<file path="src/rtl/wr_seq_pkg.sv">
package wr_seq_pkg;
  localparam int ADDR_W = 6;
  localparam int DATA_W = 16;

  localparam logic [ADDR_W-1:0] OFS_HIB  = 6'h20;
  localparam logic [ADDR_W-1:0] OFS_FILT = 6'h24;
  localparam logic [ADDR_W-1:0] OFS_RST  = 6'h28;

  // bit 2 drives power enable, bit 1 drives reset release
  typedef enum logic [2:0] {
    ST_HIBER   = 3'b000,
    ST_FILTER  = 3'b001,
    ST_RSTHOLD = 3'b100,
    ST_ACTIVE  = 3'b110
  } seq_state_e;

  function automatic logic [DATA_W-1:0] field_mask(input int msb, input int lsb);
    logic [DATA_W-1:0] m;
    for (int i = 0; i < DATA_W; i++) m[i] = (i <= msb) && (i >= lsb);
    return m;
  endfunction
endpackage

</file>
<file path="src/rtl/wr_seq_regs.sv">
module wr_seq_regs
  import wr_seq_pkg::*;
#(
  parameter int                FIELD_LSB = 5,
  parameter int                FILT_MSB  = 15,
  parameter int                RST_MSB   = 11,
  parameter logic [DATA_W-1:0] FILT_DEF  = 16'h07A0,
  parameter logic [DATA_W-1:0] RST_DEF   = 16'h0CC0
) (
  input  logic              clk_i,
  input  logic              rst_ni,
  input  logic              wr_en_i,
  input  logic [ADDR_W-1:0] wr_addr_i,
  input  logic [DATA_W-1:0] wr_data_i,
  input  logic [ADDR_W-1:0] rd_addr_i,
  output logic [DATA_W-1:0] rd_data_o,
  output logic [DATA_W-1:0] filt_lim_o,
  output logic [DATA_W-1:0] rst_lim_o,
  output logic              hib_req_o
);
  localparam logic [DATA_W-1:0] FILT_MASK = field_mask(FILT_MSB, FIELD_LSB);
  localparam logic [DATA_W-1:0] RST_MASK  = field_mask(RST_MSB, FIELD_LSB);

  logic [DATA_W-1:0] filt_q, rst_q;

  always_ff @(posedge clk_i or negedge rst_ni) begin
    if (!rst_ni) begin
      filt_q <= FILT_DEF & FILT_MASK;
      rst_q  <= RST_DEF & RST_MASK;
    end else if (wr_en_i) begin
      if (wr_addr_i == OFS_FILT) filt_q <= wr_data_i & FILT_MASK;
      if (wr_addr_i == OFS_RST)  rst_q  <= wr_data_i & RST_MASK;
    end
  end

  assign hib_req_o  = wr_en_i && (wr_addr_i == OFS_HIB) && wr_data_i[0];
  assign filt_lim_o = filt_q;
  assign rst_lim_o  = rst_q;

  always_comb begin
    case (rd_addr_i)
      OFS_FILT: rd_data_o = filt_q;
      OFS_RST:  rd_data_o = rst_q;
      default:  rd_data_o = '0;
    endcase
  end
endmodule

</file>
<file path="src/rtl/wr_seq_sync.sv">
module wr_seq_sync #(
  parameter int   STAGES    = 2,
  parameter logic RESET_VAL = 1'b1
) (
  input  logic clk_i,
  input  logic rst_ni,
  input  logic d_i,
  output logic q_o
);
  logic [STAGES-1:0] stg_q;

  for (genvar g = 0; g < STAGES; g++) begin : g_stage
    if (g == 0) begin : g_first
      always_ff @(posedge clk_i or negedge rst_ni) begin
        if (!rst_ni) stg_q[g] <= RESET_VAL;
        else         stg_q[g] <= d_i;
      end
    end else begin : g_next
      always_ff @(posedge clk_i or negedge rst_ni) begin
        if (!rst_ni) stg_q[g] <= RESET_VAL;
        else         stg_q[g] <= stg_q[g-1];
      end
    end
  end

  assign q_o = stg_q[STAGES-1];
endmodule

</file>
<file path="src/rtl/wr_seq_cnt.sv">
module wr_seq_cnt #(
  parameter int W = 16
) (
  input  logic         clk_i,
  input  logic         rst_ni,
  input  logic         run_i,
  input  logic [W-1:0] lim_i,
  output logic         done_o
);
  logic [W-1:0] cnt_q;

  // cleared whenever its phase is not active, so each entry starts at zero
  always_ff @(posedge clk_i or negedge rst_ni) begin
    if (!rst_ni)          cnt_q <= '0;
    else if (!run_i)      cnt_q <= '0;
    else if (!done_o)     cnt_q <= cnt_q + 1'b1;
  end

  assign done_o = run_i && (cnt_q >= lim_i);
endmodule

</file>
<file path="src/rtl/wr_seq_fsm.sv">
module wr_seq_fsm
  import wr_seq_pkg::*;
(
  input  logic clk_i,
  input  logic rst_ni,
  input  logic pin_act_i,
  input  logic hib_req_i,
  input  logic filt_done_i,
  input  logic rst_done_i,
  output logic filt_run_o,
  output logic rst_run_o,
  output logic pwr_en_o,
  output logic sys_rst_no
);
  seq_state_e state_q, state_d;

  always_comb begin
    state_d = state_q;
    unique case (state_q)
      ST_ACTIVE:  if (hib_req_i) state_d = ST_HIBER;
      ST_HIBER:   if (pin_act_i) state_d = ST_FILTER;
      ST_FILTER: begin
        if (!pin_act_i)       state_d = ST_HIBER;
        else if (filt_done_i) state_d = ST_RSTHOLD;
      end
      ST_RSTHOLD: if (rst_done_i) state_d = ST_ACTIVE;
      default:    state_d = ST_RSTHOLD;
    endcase
  end

  always_ff @(posedge clk_i or negedge rst_ni) begin
    if (!rst_ni) state_q <= ST_RSTHOLD;
    else         state_q <= state_d;
  end

  assign filt_run_o = (state_q == ST_FILTER);
  assign rst_run_o  = (state_q == ST_RSTHOLD);
  assign pwr_en_o   = state_q[2];
  assign sys_rst_no = state_q[1];
endmodule

</file>
<file path="src/rtl/wr_seq_top.sv">
module wr_seq_top
  import wr_seq_pkg::*;
#(
  parameter int                SYNC_STAGES = 2,
  parameter int                FIELD_LSB   = 5,
  parameter int                FILT_MSB    = 15,
  parameter int                RST_MSB     = 11,
  parameter logic [DATA_W-1:0] FILT_DEF    = 16'h07A0,
  parameter logic [DATA_W-1:0] RST_DEF     = 16'h0CC0
) (
  input  logic              clk_i,
  input  logic              rst_ni,
  input  logic              wake_ni,
  input  logic              wr_en_i,
  input  logic [ADDR_W-1:0] wr_addr_i,
  input  logic [DATA_W-1:0] wr_data_i,
  input  logic [ADDR_W-1:0] rd_addr_i,
  output logic [DATA_W-1:0] rd_data_o,
  output logic              pwr_en_o,
  output logic              sys_rst_no
);
  logic [DATA_W-1:0] filt_lim, rst_lim;
  logic hib_req, wake_sync_n, filt_run, rst_run, filt_done, rst_done;

  wr_seq_regs #(
    .FIELD_LSB(FIELD_LSB), .FILT_MSB(FILT_MSB), .RST_MSB(RST_MSB),
    .FILT_DEF(FILT_DEF), .RST_DEF(RST_DEF)
  ) u_regs (
    .clk_i, .rst_ni, .wr_en_i, .wr_addr_i, .wr_data_i, .rd_addr_i, .rd_data_o,
    .filt_lim_o(filt_lim), .rst_lim_o(rst_lim), .hib_req_o(hib_req)
  );

  wr_seq_sync #(.STAGES(SYNC_STAGES), .RESET_VAL(1'b1)) u_sync (
    .clk_i, .rst_ni, .d_i(wake_ni), .q_o(wake_sync_n)
  );

  wr_seq_cnt #(.W(DATA_W)) u_filt_cnt (
    .clk_i, .rst_ni, .run_i(filt_run), .lim_i(filt_lim), .done_o(filt_done)
  );

  wr_seq_cnt #(.W(DATA_W)) u_rst_cnt (
    .clk_i, .rst_ni, .run_i(rst_run), .lim_i(rst_lim), .done_o(rst_done)
  );

  wr_seq_fsm u_fsm (
    .clk_i, .rst_ni, .pin_act_i(!wake_sync_n), .hib_req_i(hib_req),
    .filt_done_i(filt_done), .rst_done_i(rst_done),
    .filt_run_o(filt_run), .rst_run_o(rst_run),
    .pwr_en_o, .sys_rst_no
  );
endmodule

</file>
<file path="config.mk">
export PLATFORM = sky130hd
export DESIGN_NAME = wr_seq_top
export DESIGN_NICKNAME = d
export VERILOG_FILES = /design/src/rtl/wr_seq_pkg.sv /design/src/rtl/wr_seq_regs.sv /design/src/rtl/wr_seq_sync.sv /design/src/rtl/wr_seq_cnt.sv /design/src/rtl/wr_seq_fsm.sv /design/src/rtl/wr_seq_top.sv
export SDC_FILE = /design/constraint.sdc
export NUM_CORES = 1
export LEC_CHECK = 0
export ABC_CLOCK_PERIOD_IN_PS = 2550
export BUFFER_PORTS_ARGS = -buffer_cell sky130_fd_sc_hd__buf_2
export CAP_MARGIN = 20
export CORE_ASPECT_RATIO = 0.8
export CORE_MARGIN = 8
export CORE_UTILIZATION = 45
export CTS_BUF_LIST = sky130_fd_sc_hd__clkbuf_2 sky130_fd_sc_hd__clkbuf_4 sky130_fd_sc_hd__clkbuf_8
export CTS_CLUSTER_SIZE = 16
export DETAILED_ROUTE_END_ITERATION = 6
export HOLD_SLACK_MARGIN = 0.03
export PLACE_DENSITY = 0.68
export SKIP_LAST_GASP = 1
export SLEW_MARGIN = 5
export SYNTH_ARGS = -nofsm -noshare
export SYNTH_HDL_FRONTEND = slang
export SYNTH_SLANG_ARGS = --single-unit
export TNS_END_PERCENT = 20
</file>
<file path="constraint.sdc">
create_clock -name clk_i -period 2.55 [get_ports clk_i]
set_input_delay 0.255 -clock clk_i [delete_from_list [all_inputs] [get_ports clk_i]]
set_output_delay 0.255 -clock clk_i [all_outputs]
set_load 0.1 [all_outputs]
</file>
==> impl_metrics.csv <==
group,metric,value,unit
global_routing,track_usage,14.6,%
route,routed_via_density,5.85,
synthesis,synth.most_common_cell,"dfrtp_1",
pwr,p_int,1.28,mW
job,max_cap_viol_count,0,
global_routing,antenna_found_initial,0,
cells_and_area,drive_gt1_share,23.4,%
route,first_pass_iters,4,
synthesis,ys_types,50,
placement,portBuffers,40,
timing,final-setup-viol-count,0,
clock_tree,cts.sinks,55,
synthesis,yosys.area.top_type_share,32.9,%
die,die_y,92.3,um
setup_path,cpMaxStageDelayCell,"or4_1",
setup_path,critPathArrivalTime,2680,ps
synthesis,seq_area_frac_synth,42.5,%
setup_path,cpPeakStageDelay,520,ps
global_routing,grt_pass1_wl,12700,um
status,status,"completed",
timing,rsz0062_at_grt,"yes",
global_routing,overflow,0,
timing,skew,7.52,ps
pwr,p_per_area,461,nW/um2
setup_path,path_class,"flop to flop",
pwr,p_switching,523,uW
placement,dp_hpwl,5610,um
pwr,p_clk_share,27.5,%
cells_and_area,area_growth,19.5,%
synthesis,synth-async-reset-ratio,100,%
clock_tree,htreeDepth,2,
placement,gp_congestion,0.805,
pwr,p_leak,1.69,nW
die,initial_utilization,47.0,%
cells_and_area,stdcell_area,3910,um2
synthesis,synth-seq-cells,55,
pwr,p_sw_share,29.0,%
die,rows,27,
placement,dpl.cell_count,466,
placement,dpl_cell_area,3790,um2
global_routing,grt_pass1_vias,2563,
pwr,comb_power_share,18.0,%
cells_and_area,antenna_cells,0,
global_routing,grt_max_degree,29,
timing,relSlewSlack,59.0,%
die,coreArea,6960,um2
clock_tree,worstSkewPairLatency,310,ps
setup_path,cp_cell_sequence,"ha_1 > a21o_1 > a21o_1 > a2111o_1 > buf_12 > or4_1 > a21oi_2",
synthesis,yosys.area.top_type,"dfrtp_1",
timing,final_hold_viol_count,0,
cells_and_area,final_cells,476,
setup_path,critPathLaunchType,"flop",
timing,fmax,409,MHz
timing,fin_crit_sh,95.9,%
route,wl,7490,um
synthesis,synth.avg_cell_area,9.51,um2
route,drtAntennaViolNets,0,
clock_tree,cts_root_buf,"clkbuf_8",
synthesis,ys_warn_count,0,
cells_and_area,nets,442,
clock_tree,cts_tree,"done",
hold_path,min_path_type,"primary input to flop",
setup_path,cp_common_cell,"a21o_1",
route,drc_errors,0,
die,io_pins,50,
setup_path,critPathMaxFanout,28,
timing,drv_slew,0,
clock_tree,clkTransAtPathRegs,90,ps
timing,tightest_slew,614,ps
synthesis,yosys-top-cells-area,"dfrtp_1 33%, dfstp_2 9.6%, ha_1 8.4%",
route,drt_iter0_drc,144,
synthesis,syn_inst,344,
synthesis,netlist_area,3270,um2
clock_tree,numCtsBuffers,5,
setup_path,required,2780,ps
cells_and_area,fill_cells,622,
pwr,power_frac_seq,54.5,%
synthesis,synth_commonest_cells,"43 x dfrtp_1, 30 x a21oi_1, 26 x nand2_1",
route,dr_total_vias,2784,
synthesis,yosys_most_used_dff,"dfrtp_1",
pwr,ir_drop,228,uV
setup_path,endpoint_kind,"flop",
synthesis,synth-edff-count,0,
timing,fin_crit,2450,ps
die,dieArea,10300,um2
route,avgRoutedWirePerCell,15.7,um
die,die_w,111,um
clock_tree,clk_path_buf_depth,2,
==> sequential cells by signal, summed over array words and instances (netlist names) <==
signal / count
u_fsm.state_q: 3
u_sync.stg_q: 1
u_sync.q_o: 1
u_regs.filt_lim_o: 11
u_filt_cnt.cnt_q: 16
u_regs.rst_lim_o: 7
u_rst_cnt.cnt_q: 16
==> power by group through the flow <==
stage	Clock (mW)	Sequential [mW]	Combinational [mW]
2_1_floorplan	0	0.986	0.216
3_3_place_gp	0	0.995	0.315
3_5_place_dp	0	1.00	0.325
4_1_cts	0.512	0.983	0.329
5_1_grt	0.548	0.990	0.366
6_report	0.496	0.983	0.325
==> stage by stage <==
step	power, mW	TNS (ps)	util [%]	hold WS (ps)	worst slack (ps)
floorplan	1.20	0	-	-40.6	14.0
global placement	1.31	0	54.4	230	134
detailed placement	1.32	0	54.4	230	88.5
CTS	1.82	0	56.0	138	60.2
global route	1.90	-4.43	56.2	152	-4.43
finish	1.80	0	56.2	144	103
==> cells in the final DEF (no fill, tap or decap), drive strengths merged, types with 7 or more instances in the layout <==
master  count
o21ai      16
ha         22
mux2        8
o31ai      22
nor2        9
dfstp      12
nand3      17
a22o        7
buf        53
or4        23
a21oi      30
dfrtp      43
clkbuf      7
and2       10
inv        24
nand2      26
nand4      10
==> final cells by class <==
cell class | instances | area (um2) | share of cell area [%]
clock inverter | 1 | 5.00 | 0.128
tap | 87 | 109 | 2.78
inverter | 24 | 90.1 | 2.30
multi-input combinational | 247 | 1710 | 43.7
timing repair buffer | 55 | 520 | 13.3
clock buffer | 7 | 83.8 | 2.14
sequential | 55 | 1390 | 35.6
==> routing by layer <==
layer | vias up | track usage (%) | wire, um
met5 | - | 0 | 0
met4 | 0 | 3.99 | 72
met3 | 8 | 3.26 | 311
met2 | 52 | 22.1 | 3320
met1 | 1348 | 20.4 | 3790
li1 | 1376 | - | -
==> path summary, 6_finish.rpt <==
check	slack, ps	start	to	depth (start not counted)
max reg2reg	100	u_filt_cnt.cnt_q[13]	u_filt_cnt.cnt_q[4]	7
min in group asynchronous	410	rst_ni	u_filt_cnt.cnt_q[15]	2
max	100	u_filt_cnt.cnt_q[13]	u_filt_cnt.cnt_q[4]	7
min	140	wr_data_i[12]	u_regs.filt_lim_o[12]	3
max in group asynchronous	1440	rst_ni	u_regs.filt_lim_o[7]	3
min reg2reg	360	u_sync.stg_q[0]	u_sync.q_o	0
==> cells by family (layout without fill, tap and decap cells) <==
logic type      after synthesis  count (layout)  synth area share [%]
fa+ha+maj                    22              22                  8.42
other cells                   1               5                 0.115
compound gates               92              92                  18.9
simple gates                120             120                  21.2
mux                           8               8                  2.75
buf+inv                      46              87                  6.16
flops                        55              55                  42.5
==> worst max-delay path: cells and delay by family (launching register included) <==
family / cells / cell delay [ps]
buf+inv: 1 / 170
simple gates: 1 / 520
fa+ha+maj: 1 / 310
compound gates: 4 / 920
flops: 1 / 430
==> timing repair <==
action,4_1_cts,5_1_grt
endpoints found under the hold margin,15,0
setup endpoints to repair,0,10
buffers inserted,0,0
gates resized for setup,0,3
hold buffers,2,0
No activity file was read; power rests on OpenSTA's default activity.
